`src/rtl/rtc_pkg.sv`:
```
package rtc_pkg;
  localparam int ADDR_W = 7;
  localparam int NSRC   = 2;

  localparam logic [ADDR_W-1:0] A_SETTIME_WR = 7'h00;
  localparam logic [ADDR_W-1:0] A_SETTIME_RD = 7'h04;
  localparam logic [ADDR_W-1:0] A_CAL_WR     = 7'h08;
  localparam logic [ADDR_W-1:0] A_CAL_RD     = 7'h0C;
  localparam logic [ADDR_W-1:0] A_SECONDS    = 7'h10;
  localparam logic [ADDR_W-1:0] A_TICK       = 7'h14;
  localparam logic [ADDR_W-1:0] A_ALARM      = 7'h18;
  localparam logic [ADDR_W-1:0] A_STATUS     = 7'h20;
  localparam logic [ADDR_W-1:0] A_MASK       = 7'h24;
  localparam logic [ADDR_W-1:0] A_UNMASK     = 7'h28;
  localparam logic [ADDR_W-1:0] A_REMASK     = 7'h2C;
  localparam logic [ADDR_W-1:0] A_CTRL       = 7'h40;

  localparam int SRC_SEC   = 0;
  localparam int SRC_ALARM = 1;
  localparam int OSC_BIT   = 24;
endpackage

```
`src/rtl/rtc_prescaler.sv`:
```
module rtc_prescaler #(
  parameter int TICK_W = 16,
  parameter int FRAC_W = 4
) (
  input  logic              clk,
  input  logic              rst,
  input  logic              run,
  input  logic [TICK_W-1:0] limit,
  input  logic [FRAC_W-1:0] frac,
  input  logic              frac_en,
  output logic [TICK_W-1:0] tick,
  output logic              sec_stb
);
  localparam int CW = TICK_W + 1;

  logic [CW-1:0]     cnt_q;
  logic [FRAC_W-1:0] win_q;
  logic              stretch;
  logic [CW-1:0]     wrap_at;

  assign stretch = frac_en && (win_q < frac);
  assign wrap_at = {1'b0, limit} + CW'(stretch);
  assign sec_stb = run && (cnt_q >= wrap_at);
  assign tick    = cnt_q[TICK_W-1:0];

  always_ff @(posedge clk) begin
    if (rst) begin
      cnt_q <= '0;
      win_q <= '0;
    end else if (run) begin
      if (sec_stb) begin
        cnt_q <= '0;
        win_q <= win_q + 1'b1;
      end else begin
        cnt_q <= cnt_q + 1'b1;
      end
    end
  end
endmodule

```
`src/rtl/rtc_seconds.sv`:
```
module rtc_seconds #(
  parameter int SEC_W = 32
) (
  input  logic             clk,
  input  logic             rst,
  input  logic             sec_stb,
  input  logic             load_wr,
  input  logic [SEC_W-1:0] load_val,
  input  logic [SEC_W-1:0] alarm_val,
  output logic [SEC_W-1:0] seconds,
  output logic [SEC_W-1:0] load_hold,
  output logic             load_pend,
  output logic             alarm_hit
);
  logic [SEC_W-1:0] sec_q, hold_q, sec_next;
  logic             pend_q;

  assign sec_next  = pend_q ? hold_q : sec_q + 1'b1;
  assign alarm_hit = sec_stb && (sec_next == alarm_val);
  assign seconds   = sec_q;
  assign load_hold = hold_q;
  assign load_pend = pend_q;

  always_ff @(posedge clk) begin
    if (rst) begin
      sec_q  <= '0;
      hold_q <= '0;
      pend_q <= 1'b0;
    end else begin
      if (sec_stb) begin
        sec_q  <= sec_next;
        pend_q <= 1'b0;
      end
      if (load_wr) begin
        hold_q <= load_val;
        pend_q <= 1'b1;
      end
    end
  end
endmodule

```
`src/rtl/rtc_irq_ctl.sv`:
```
module rtc_irq_ctl #(
  parameter int N = 2
) (
  input  logic         clk,
  input  logic         rst,
  input  logic [N-1:0] set,
  input  logic         clr_wr,
  input  logic         en_wr,
  input  logic         dis_wr,
  input  logic [N-1:0] wbits,
  output logic [N-1:0] status,
  output logic [N-1:0] mask,
  output logic [N-1:0] irq
);
  for (genvar i = 0; i < N; i++) begin : g_src
    logic st_q, mk_q;
    always_ff @(posedge clk) begin
      if (rst) begin
        st_q <= 1'b0;
        mk_q <= 1'b1;
      end else begin
        if (clr_wr && wbits[i]) st_q <= 1'b0;
        if (set[i])             st_q <= 1'b1;
        if (en_wr && wbits[i])  mk_q <= 1'b0;
        if (dis_wr && wbits[i]) mk_q <= 1'b1;
      end
    end
    assign status[i] = st_q;
    assign mask[i]   = mk_q;
    assign irq[i]    = st_q & ~mk_q;
  end
endmodule

```
`src/rtl/rtc_calib_top.sv`:
```
module rtc_calib_top
  import rtc_pkg::*;
#(
  parameter int          SEC_W   = 32,
  parameter int          TICK_W  = 16,
  parameter int          FRAC_W  = 4,
  parameter logic [31:0] CAL_RST = 32'h0019_8233
) (
  input  logic              clk,
  input  logic              rst,
  input  logic              bus_wr,
  input  logic              bus_rd,
  input  logic [ADDR_W-1:0] bus_addr,
  input  logic [31:0]       bus_wdata,
  output logic [31:0]       bus_rdata,
  output logic              irq_sec,
  output logic              irq_alarm
);
  localparam int CAL_W = TICK_W + FRAC_W + 1;

  logic [CAL_W-1:0]  cal_q;
  logic [SEC_W-1:0]  alarm_q;
  logic              osc_en_q;
  logic [31:0]       rdata_q;

  logic [TICK_W-1:0] tick_cnt;
  logic              sec_stb;
  logic [SEC_W-1:0]  seconds_q, hold_val;
  logic              load_pend, alarm_hit;
  logic [NSRC-1:0]   status_q, mask_q, irq_vec, src_set;

  logic wr_set, wr_cal, wr_alarm, wr_sts, wr_en, wr_dis, wr_ctrl;
  assign wr_set   = bus_wr && (bus_addr == A_SETTIME_WR);
  assign wr_cal   = bus_wr && (bus_addr == A_CAL_WR);
  assign wr_alarm = bus_wr && (bus_addr == A_ALARM);
  assign wr_sts   = bus_wr && (bus_addr == A_STATUS);
  assign wr_en    = bus_wr && (bus_addr == A_UNMASK);
  assign wr_dis   = bus_wr && (bus_addr == A_REMASK);
  assign wr_ctrl  = bus_wr && (bus_addr == A_CTRL);

  always_ff @(posedge clk) begin
    if (rst) begin
      cal_q    <= CAL_RST[CAL_W-1:0];
      alarm_q  <= '0;
      osc_en_q <= 1'b0;
    end else begin
      if (wr_cal)   cal_q    <= bus_wdata[CAL_W-1:0];
      if (wr_alarm) alarm_q  <= bus_wdata[SEC_W-1:0];
      if (wr_ctrl)  osc_en_q <= bus_wdata[OSC_BIT];
    end
  end

  rtc_prescaler #(.TICK_W(TICK_W), .FRAC_W(FRAC_W)) u_presc (
    .clk(clk), .rst(rst), .run(osc_en_q),
    .limit(cal_q[TICK_W-1:0]),
    .frac(cal_q[TICK_W +: FRAC_W]),
    .frac_en(cal_q[CAL_W-1]),
    .tick(tick_cnt), .sec_stb(sec_stb)
  );

  rtc_seconds #(.SEC_W(SEC_W)) u_secs (
    .clk(clk), .rst(rst), .sec_stb(sec_stb),
    .load_wr(wr_set), .load_val(bus_wdata[SEC_W-1:0]),
    .alarm_val(alarm_q), .seconds(seconds_q), .load_hold(hold_val),
    .load_pend(load_pend), .alarm_hit(alarm_hit)
  );

  always_comb begin
    src_set            = '0;
    src_set[SRC_SEC]   = sec_stb;
    src_set[SRC_ALARM] = alarm_hit;
  end

  rtc_irq_ctl #(.N(NSRC)) u_irq (
    .clk(clk), .rst(rst), .set(src_set),
    .clr_wr(wr_sts), .en_wr(wr_en), .dis_wr(wr_dis),
    .wbits(bus_wdata[NSRC-1:0]),
    .status(status_q), .mask(mask_q), .irq(irq_vec)
  );

  assign irq_sec   = irq_vec[SRC_SEC];
  assign irq_alarm = irq_vec[SRC_ALARM];

  always_ff @(posedge clk) begin
    if (rst) begin
      rdata_q <= '0;
    end else if (bus_rd) begin
      case (bus_addr)
        A_SETTIME_RD: rdata_q <= 32'(hold_val);
        A_CAL_RD:     rdata_q <= 32'(cal_q);
        A_SECONDS:    rdata_q <= 32'(seconds_q);
        A_TICK:       rdata_q <= 32'(tick_cnt);
        A_ALARM:      rdata_q <= 32'(alarm_q);
        A_STATUS:     rdata_q <= 32'(status_q);
        A_MASK:       rdata_q <= 32'(mask_q);
        A_CTRL:       rdata_q <= 32'(osc_en_q) << OSC_BIT;
        default:      rdata_q <= '0;
      endcase
    end
  end
  assign bus_rdata = rdata_q;
endmodule

```
`config.mk`:
```
export PLATFORM = sky130hd
export DESIGN_NAME = rtc_calib_top
export DESIGN_NICKNAME = d
export VERILOG_FILES = /design/src/rtl/rtc_pkg.sv /design/src/rtl/rtc_prescaler.sv /design/src/rtl/rtc_seconds.sv /design/src/rtl/rtc_irq_ctl.sv /design/src/rtl/rtc_calib_top.sv
export SDC_FILE = /design/constraint.sdc
export NUM_CORES = 1
export LEC_CHECK = 0
export ABC_AREA = 1
export BUFFER_PORTS_ARGS = -buffer_cell sky130_fd_sc_hd__buf_2
export CAP_MARGIN = 20
export CORE_UTILIZATION = 30
export DETAILED_ROUTE_END_ITERATION = 8
export MAX_ROUTING_LAYER = met4
export PLACE_DENSITY = 0.47
export SLEW_MARGIN = 15
export SYNTH_ARGS = -nofsm -noshare
export SYNTH_HDL_FRONTEND = slang
export SYNTH_SLANG_ARGS = --single-unit
```
`constraint.sdc`:
```
create_clock -name clk -period 6.12 [get_ports clk]
set_input_delay 1.224 -clock clk [delete_from_list [all_inputs] [get_ports clk]]
set_output_delay 1.224 -clock clk [all_outputs]
set_load 0.01 [all_outputs]
```
==> metrics, run 1 <==
status=completed; measured slew at the worst slew-check pin=~1.0 ns; Core ar.=between 0.03 and 0.04 sq mm; Post-synth ARST share=0%; most frequent cells in the layout=nand2_1, dfxtp_1, inv_1, nor2_1, a21oi_1; global-route wire length before repair=about 55 mm; P_leak=4.23 nW; Synthesized Nets=roughly 1,500; WHS Path Cells=2; Clock Path Buffers=2; routed len/inst=around 18 microns; htree depth=4; All-Layer GR Usage=between 20 and 25%; die width=182 microns; unrepaired setup endpoints after global routing=false; insertion delay to the later sink of the worst-skew pair=between 0.4 and 0.5 ns; dpl hpwl=24.8 mm; die area=between 0.03 and 0.04 sq mm; vias per cell=around 5.1; gr ovfl total=0; Req. time, crit path=about 6.4 ns; CP Max Fanout=18; CTS clk-pin slew, worst paths=roughly 0.070 ns; EDFF count, synth=0; commonest non-fill, non-tap cell in the layout=nand2_1; Post-CTS Hold Fix Bufs=0; post-cts sizing count=0; Min-Delay Path Class=flip-flop to flip-flop; GPL Wtd Cong=0.906; via count=just under 10,000; final hold vios=0; relative slew slack=30.0%; DRT Pass-1 Iters=5; Unique masters post-synth=37; I/O pin count=77; post-synthesis sequential area ratio=a little over a third; cell count of the worst reg-to-reg path=24; max-cap violations=0; pin count of the biggest net entering global routing=85; Initial Util=30.6%; cell area after synthesis=0.00972 sq mm; Max VDD drop=between 0.0002 and 0.00025 V; Crit. End Element=flip-flop; Post-DRT Antenna Nets=0; Yosys top cell area share=between 30% and 40%; TritonCTS Buffers=17; Setup CP Type=flip-flop to flip-flop; DRC viols=0; Final Setup Violations=0; Final period util=a little under nine tenths; Post-Synthesis Cells=approximately 1,500; f_max=roughly 190 MHz; Final Skew=around 0.013 ns; WP data arrival=about 5.5 ns; Synth Warn #=0; Rows=65; Root Buffer=clkbuf_16; TritonCTS clock tree=done; nets=around 1,600; initial antenna violation count=0; worst hold slack=about 0.46 ns; postcts setup bufs=0; DRT Wirelength=~35 mm; syn_area_per_cell=roughly 6.6 sq um; vias in the first global route=9,385; Area Overhead vs Synth=14.2%; PD cells=217 mW/mm^2; Area contributors post-synth=dfxtp_1, nand2_1, a21oi_1; ANT cells=0; Startpoint Class=flip-flop; setup_tns=0 ns; filler cell count=3,482; Initial DRC Count=708; post-synth top area cell=dfxtp_1; synthesized flop and latch total=176; PortBufs=76; Synth Flop Type=dfxtp_1; count of pins over their slew limit=0; minimum clock period after layout=approximately 5.2 ns; share of cells above drive strength 1=under 10%; Die H=roughly 180 microns; CTS Sinks=about 180
[power breakdown]
| part | internal, mW | leakage (nW) | switching [mW] |
|---|---|---|---|
| clock | 0.649 | 0.284 | 0.520 |
| combinational | 0.0227 | 2.53 | 0.0652 |
| sequential | 1.15 | 1.42 | 0.00176 |
[worst max-delay path, cell delays in order, from the launching register on]
cell and delay [ns]:
dfxtp_1 0.31, inv_1 0.05, ha_1 0.28, a21boi_0 0.12
o211a_1 0.21, a2111oi_0 0.32, buf_4 0.20, ha_1 0.18
nand3_1 0.12, nor2_1 0.16, nand4_1 0.16, nor3_1 0.36
nand2_1 0.10, nor2_1 0.20, nand3_1 0.13, xor2_1 0.17
ha_1 0.32, nand4_1 0.12, nor3_1 0.22, nand4_1 0.11
nand4_1 0.11, nand2_1 0.21, buf_4 0.27, nand2_1 0.53
o22ai_1 0.12
[registers in the layout, summed over array words and instances (netlist names)]
signal and flops:
bus_rdata 32, u_presc.win_q 4, osc_en_q 1, u_presc.cnt_q 17, u_irq.g_src.mk_q 2, u_secs.load_hold 32
u_irq.g_src.st_q 2, alarm_q 32, u_secs.seconds 32, u_secs.load_pend 1, cal_q 21
[worst paths after layout]
kind                              start                            end  slack (ns)
max              cal_q[17]$_SDFFE_PP0P_  u_secs.load_pend$_SDFFE_PP0P_        0.88
min          bus_rdata[16]$_SDFFE_PP0P_     bus_rdata[16]$_SDFFE_PP0P_        0.46
max reg2reg      cal_q[17]$_SDFFE_PP0P_  u_secs.load_pend$_SDFFE_PP0P_        0.88
min reg2reg  bus_rdata[16]$_SDFFE_PP0P_     bus_rdata[16]$_SDFFE_PP0P_        0.46
[layout make-up]
cell class / instances / area [sq um] / area share, %
multi-input cells: 1059 / 5300 / 47.7
flip-flops and latches: 176 / 3520 / 31.7
inverters: 174 / 653 / 5.89
repair buffers: 94 / 515 / 4.64
well taps: 402 / 503 / 4.53
clock buffers: 18 / 429 / 3.87
clock inverters: 14 / 178 / 1.60
[Yosys cell counts, types with 4 or more instances]
cell type and number:
o221ai_1 14, nor2_4 6, inv_1 172, dfxtp_1 176, ha_1 26, o31ai_1 6
nand4_1 13, buf_2 7, nor2_1 152, xor2_1 20, buf_1 5, o21ai_0 123
o22ai_1 33, a21oi_1 133, nor2_2 6, clkbuf_1 52, nand3b_1 4, nand3_1 96
nand2_2 5, a211oi_1 35, nor3_1 19, nand2_1 346
[metrics by stage]
step / instance area (sq um) / utilization, % / total power, mW / cells / worst slack [ns]
final: 11100 / 35.0 / 2.41 / 1937 / 0.880
after global routing: 11100 / 35.0 / 2.49 / 1937 / 0.405
after CTS: 11100 / 35.0 / 2.43 / 1937 / 0.919
after detailed placement: 10500 / 33.1 / 1.26 / 1905 / 0.943
after global placement: 10500 / 33.1 / 1.27 / 1905 / 1.11
after floorplan: 9720 / - / 1.22 / 1473 / 1.95
[per-layer routing]
metal | part of all wire, % | track usage [%] | wire [microns] | vias to the layer above
li1 | - | - | - | 4991
met1 | 51 | 31.0 | 18000 | 4689
met2 | 44 | 34.8 | 15600 | 179
met3 | 3.0 | 2.25 | 1060 | 24
met4 | 1.2 | 4.87 | 417 | 0
met5 | 0 | - | 0 | -
[cells by family after synthesis]
group           share of synthesized area [%]
buf+inv                                  9.28
simple gates                             28.4
fa+ha+maj                                3.35
compound gates                           20.7
flops                                    36.3
xor+xnor                                 1.98
Note: power is estimated with default switching activity, not from simulation.
==> inputs of run 2 (changes only) <==
Settings changed: MAX_ROUTING_LAYER met4 to not set, PLACE_DENSITY 0.47 to 0.52.
==> run 2 against run 1 <==
  * Register-to-register slack better by 0.13 ns
  * Core utilization is 0.13 points lower
  * Critical path type unchanged
  * Highest routed layer unchanged
  * Cell area is 0.36% lower
  * Clock-buffer cell count stayed put
  * Cell count is 0.15% lower
  * Sequential cell count stayed put
  * Critical endpoint is now u_secs.seconds[31]$_SDFFE_PP0N_
  * Via count is 0.25% higher
==> metrics, run 2 (synthesized netlist as in run 1, its figures left out) <==
status=completed; P_leak=4.21 nW (-0.45%); htree depth=4 (unchanged); vias in the first global route=9,281 (-1.1%); Min-Delay Path Class=flip-flop to flip-flop; max-cap violations=0 (unchanged); most frequent cells in the layout=nand2_1, dfxtp_1, inv_1, nor2_1, a21oi_1; Final Setup Violations=0 (unchanged); relative slew slack=35.0% (+5.0 points); worst hold slack=0.461 ns (-0.000631 ns); Top delay family on crit path=simple AND/OR/NAND/NOR gates; Initial DRC Count=660 (-6.8%); most repeated library cell on the critical path=nand4_1; All-Layer GR Usage=21.1% (-1.2 points); die area=0.0331 sq mm (unchanged); gr ovfl total=0 (unchanged); Bufs and invs on worst path=4 (+1); Req. time, crit path=6.49 ns (+0.08 ns); f_max=196 MHz (+2.5%); Post-DRT Antenna Nets=0 (unchanged); TritonCTS Buffers=17 (unchanged); routed len/inst=17.7 microns (-2.1%); setup_tns=0 ns (unchanged); global-route wire length before repair=53.7 mm (-2.9%); initial antenna violation count=0 (unchanged); Area Overhead vs Synth=13.8%; Initial Util=30.6% (unchanged); Core ar.=0.0317 sq mm (unchanged); Logic pwr share=3.6% (about the same); Rows=65 (unchanged); ANT cells=0 (unchanged); TritonCTS clock tree=done; WP data arrival=5.48 ns (-0.05 ns); vias per cell=5.12 (+0.41%); final hold vios=0 (unchanged); post-cts sizing count=0 (unchanged); pin count of the biggest net entering global routing=85 (unchanged); Root Buffer=clkbuf_16; postcts setup bufs=0 (unchanged); Internal Power=1.78 mW (-2.2%); nets=1,589 (-0.13%); commonest non-fill, non-tap cell in the layout=nand2_1; sequential power share=48.5% (+0.7 points); Startpoint Class=flip-flop; CTS Sinks=176 (unchanged); insertion delay to the later sink of the worst-skew pair=0.45 ns (about the same); count of pins over their slew limit=0 (unchanged); Die H=182 microns (unchanged); I/O pin count=77 (unchanged); Setup CP Type=flip-flop to flip-flop; filler cell count=3,464 (-0.52%); via count=9,908 (+0.25%); slowest stage delay, CP=0.45 ns (-0.08 ns); unrepaired setup endpoints after global routing=false; PortBufs=76 (unchanged); DRT Wirelength=34.3 mm (-2.3%); Final period util=83.5% (-2.1 points); P_sw=0.589 mW (+0.40%); CTS clk-pin slew, worst paths=0.07 ns (about the same); Final Skew=0.0163 ns (+0.00322 ns); Max VDD drop=0.000150 V (-27%); measured slew at the worst slew-check pin=0.972 ns (-0.0751 ns); Crit. End Element=flip-flop; Clock Path Buffers=2 (unchanged); CP Max Fanout=58 (+40); GPL Wtd Cong=0.919 (+1.4%); minimum clock period after layout=5.11 ns (-0.127 ns); Post-CTS Hold Fix Bufs=0 (unchanged); Crit-path slowest cell=buf_4; Sw Share=24.9% (+0.49 points); DRT Pass-1 Iters=5 (unchanged); PD cells=214 mW/mm^2 (-1.2%); share of cells above drive strength 1=9.53% (-0.18 points); die width=182 microns (unchanged); dpl hpwl=24.4 mm (-1.6%); Clock power frac=47.8% (-0.8 points); DRC viols=0 (unchanged)
## run 2: cell types whose count changed in the layout (fill, tap and decap cells not counted)
cell,change
bufinv_16,-1
buf_4,-2
clkinv_2,-1
clkinv_4,-1
inv_6,+3
clkinvlp_4,-1
## run 2: worst min-delay path, delay by kind of cell, from the launching register on
family | cells | cell delay, ns
flops | 1 | 0.31
simple gates | 1 | 0.06
compound gates | 1 | 0.05
## run 2: worst paths after layout
check	depth (start not counted)	endpoint	startpoint	slack, ns
hold / removal	2	bus_rdata[9]$_SDFFE_PP0P_	bus_rdata[9]$_SDFFE_PP0P_	0.46
setup reg to reg	25	u_secs.seconds[31]$_SDFFE_PP0N_	u_presc.win_q[1]$_SDFFE_PP0P_	1.01
hold reg to reg	2	bus_rdata[9]$_SDFFE_PP0P_	bus_rdata[9]$_SDFFE_PP0P_	0.46
setup / recovery	25	u_secs.seconds[31]$_SDFFE_PP0N_	u_presc.win_q[1]$_SDFFE_PP0P_	1.01
## run 2: routing by layer
metal | track usage [%] | part of all wire, %
met1 | 30.2 | 50
met2 | 32.5 | 43
met3 | 3.29 | 5.2
met4 | 6.29 | 1.9
met5 | 0 | 0
## run 2: stage by stage
step / util (%) / cell area (sq um) / instances / total power, mW / worst slack [ns]
2_1_floorplan: - / 9720 / 1473 / 1.22 / 1.95
3_3_place_gp: 33.0 / 10500 / 1903 / 1.26 / 1.23
3_5_place_dp: 33.0 / 10500 / 1903 / 1.26 / 1.07
4_1_cts: 34.9 / 11100 / 1934 / 2.39 / 1.01
5_1_grt: 34.9 / 11100 / 1934 / 2.45 / 0.333
6_report: 34.9 / 11100 / 1934 / 2.37 / 1.01
## run 2: layout make-up
cell class / count / area, sq um / area share [%]
flip-flops and latches: 176 / 3520 / 31.9
repair buffers: 92 / 500 / 4.53
well taps: 402 / 503 / 4.55
inverters: 174 / 653 / 5.91
clock inverters: 13 / 153 / 1.38
multi-input cells: 1059 / 5300 / 47.9
clock buffers: 18 / 429 / 3.88
## run 2: power by group through the flow
stage               Combinational, mW  Clock (mW)  Sequential, mW
floorplan                      0.0427           0            1.17
global placement               0.0866           0            1.18
detailed placement             0.0872           0            1.18
CTS                            0.0876        1.15            1.15
global route                   0.0951        1.21            1.15
finish                         0.0863        1.13            1.15
==> inputs of run 3 (changes only) <==
Settings changed: PLACE_DENSITY 0.52 to 0.53.
Clock period 6.12 ns to 4.5 ns, I/O delays scaled along.
==> run 3 against run 2 <==
  * Combinational power up 43%
  * Worst hold slack improved by 0.0012 ns
  * Sequential power up 36%
  * Non-clock buffer count grew 18
  * First-iteration DRC count is 32% higher
  * Largest power group unchanged
==> metrics, run 3 (synthesized netlist as in run 1, its figures left out) <==
status=completed; DRC viols=0 (unchanged); global-route wire length before repair=54.1 mm (+0.65%); Setup CP Type=flip-flop to flip-flop; WP data arrival=4.77 ns (-0.71 ns); routed len/inst=17.6 microns (-0.56%); CP Max Fanout=17 (-71%); measured slew at the worst slew-check pin=0.936 ns (-0.0362 ns); Crit. End Element=flip-flop; Die H=182 microns (unchanged); Final Setup Violations=0 (unchanged); Top delay family on crit path=compound AO/OA/AOI/OAI gates; post-layout util=36.1% (+1.2 points); Final period util=97.5% (+14 points); Initial Util=30.6% (unchanged); slowest stage delay, CP=0.32 ns (-0.13 ns); CTS clk-pin slew, worst paths=0.08 ns (about the same); Final Skew=0.0148 ns (-0.00151 ns); max-cap violations=0 (unchanged); I/O pin count=77 (unchanged); die area=0.0331 sq mm (unchanged); All-Layer GR Usage=21.1% (-0.057 points); unrepaired setup endpoints after global routing=true; fin worst setup slack=0.112 ns (-0.895 ns); Root Buffer=clkbuf_16; commonest non-fill, non-tap cell in the layout=nand2_1; WHS Path Cells=2 (unchanged); Req. time, crit path=4.88 ns (-1.61 ns); TritonCTS clock tree=done; Place WS=-0.0332 ns (-1.10 ns); pin count of the biggest net entering global routing=76 (-11%); WHS Endpoint=bus_rdata[9]$_SDFFE_PP0P_; Rows=65 (unchanged); via count=10,100 (+2.0%); nets=1,607 (+1.1%); most frequent cells in the layout=nand2_1, dfxtp_1, inv_1, nor2_1, a21oi_1; htree depth=4 (unchanged); cell count of the worst reg-to-reg path=26 (+4.0%); TritonCTS Buffers=17 (unchanged); Core ar.=0.0317 sq mm (unchanged); DRT Pass-1 Iters=5 (unchanged); P_leak=4.35 nW (+3.3%); ANT cells=0 (unchanged); share of cells above drive strength 1=12.6% (+3.1 points); Worst R2R Setup Slack=0.11 ns (-0.89 ns); vias in the first global route=9,503 (+2.4%); dpl hpwl=25.2 mm (+3.5%); count of pins over their slew limit=0 (unchanged); worst flop-to-flop path startpoint=cal_q[17]$_SDFFE_PP0P_; Bufs and invs on worst path=5 (+1); insertion delay to the later sink of the worst-skew pair=0.46 ns (about the same); vias per cell=5.17 (+0.99%); hold path start=bus_rdata[9]$_SDFFE_PP0P_; initial antenna violation count=0 (unchanged); final hold vios=0 (unchanged); die width=182 microns (unchanged); Post-DRT Antenna Nets=0 (unchanged); setup_tns=0 ns (unchanged); f_max=228 MHz (+17%); Max VDD drop=0.000226 V (+51%); gr ovfl total=0 (unchanged); minimum clock period after layout=4.39 ns (-0.725 ns); Setup crit start=cal_q[17]$_SDFFE_PP0P_; Crit-path slowest cell=dfxtp_2; PD cells=282 mW/mm^2 (+32%); PnR Total Power=3.23 mW (+36%); Area Overhead vs Synth=17.7%; Crit. path cell count=26 (+4.0%); Worst R2R End=u_presc.cnt_q[1]$_SDFFE_PP0P_; Clock Path Buffers=2 (unchanged); Min-Delay Path Class=flip-flop to flip-flop; GPL Wtd Cong=0.908 (-1.2%); Initial DRC Count=874 (+32%); CTS Sinks=176 (unchanged); relative slew slack=37.6% (+2.6 points); worst hold slack=0.462 ns (+0.00116 ns); Startpoint Class=flip-flop; PortBufs=76 (unchanged); DRT Wirelength=34.4 mm (+0.42%)
## run 3: cell types whose count changed in the layout (fill, tap and decap cells not counted), sizes merged
cell and change:
buf +18, bufinv -1, clkbuf -1, clkinv +3, clkinvlp -3, inv +3
## run 3: timing repair
action | 4_1_cts | 5_1_grt
setup endpoints to repair | 17 | 56
gates resized for setup | 4 | 45
hold buffers | 0 | 0
pin swaps | 0 | 19
setup buffers | 0 | 7
## run 3: final cells by class
| type | instances | area, sq um |
|---|---|---|
| fill | 3463 | 20300 |
| multi-input combinational | 1059 | 5480 |
| sequential | 176 | 3530 |
| timing repair buffer | 110 | 689 |
| inverter | 174 | 653 |
| tap | 402 | 503 |
| clock buffer | 17 | 425 |
| clock inverter | 15 | 164 |
## run 3: stage by stage
stage               cell area [sq um]  cells
floorplan                        9720   1473
global placement                10600   1914
detailed placement              10600   1914
CTS                             11200   1946
global route                    11400   1953
finish                          11400   1953
## run 3: metal layers
metal | part of all wire, % | global-route usage, % | routed length, microns | vias to the layer above
met4 | 1.7 | 5.68 | 571 | 0
met1 | 48 | 29.4 | 16400 | 4752
met3 | 5.8 | 3.45 | 2010 | 42
li1 | - | - | - | 5016
met5 | 0 | 0 | 0 | -
met2 | 45 | 33.4 | 15400 | 294
## run 3: worst max path at each step
stage / slack, ns / endpoint
after floorplan: 0.33 / u_secs.seconds[10]$_SDFFE_PP0N_
after global placement: 0.04 / u_irq.g_src[1].st_q$_SDFFE_PP0P_
after detailed placement: -0.03 / u_irq.g_src[1].st_q$_SDFFE_PP0P_
after CTS: 0.02 / u_irq.g_src[1].st_q$_SDFFE_PP0P_
after global routing: -0.24 / u_presc.cnt_q[1]$_SDFFE_PP0P_
final: 0.11 / u_presc.cnt_q[1]$_SDFFE_PP0P_
## run 3: power breakdown
group,internal (mW),switching [mW],total (mW)
Combinational,0.0342,0.0884,0.123
Sequential,1.56,0.00258,1.56
Clock,0.792,0.749,1.54
Total,2.39,0.840,3.23
## run 3: worst register-to-register path, cell delays in order, from the launching register on
cell	delay (ns)
dfxtp_2	0.32
inv_2	0.07
ha_4	0.19
a21boi_1	0.13
o211a_1	0.26
a2111oi_4	0.28
buf_4	0.18
ha_4	0.16
ha_4	0.14
nand3_4	0.09
nor2_4	0.14
nand4_1	0.13
nor2_2	0.17
nand2_2	0.10
buf_4	0.15
o21ai_0	0.14
o21ai_0	0.11
ha_1	0.31
a21oi_1	0.12
o21ai_0	0.10
a21oi_1	0.15
nand4_1	0.13
nand2_2	0.11
buf_6	0.16
nand2_1	0.11
buf_12	0.21
a211oi_1	0.15
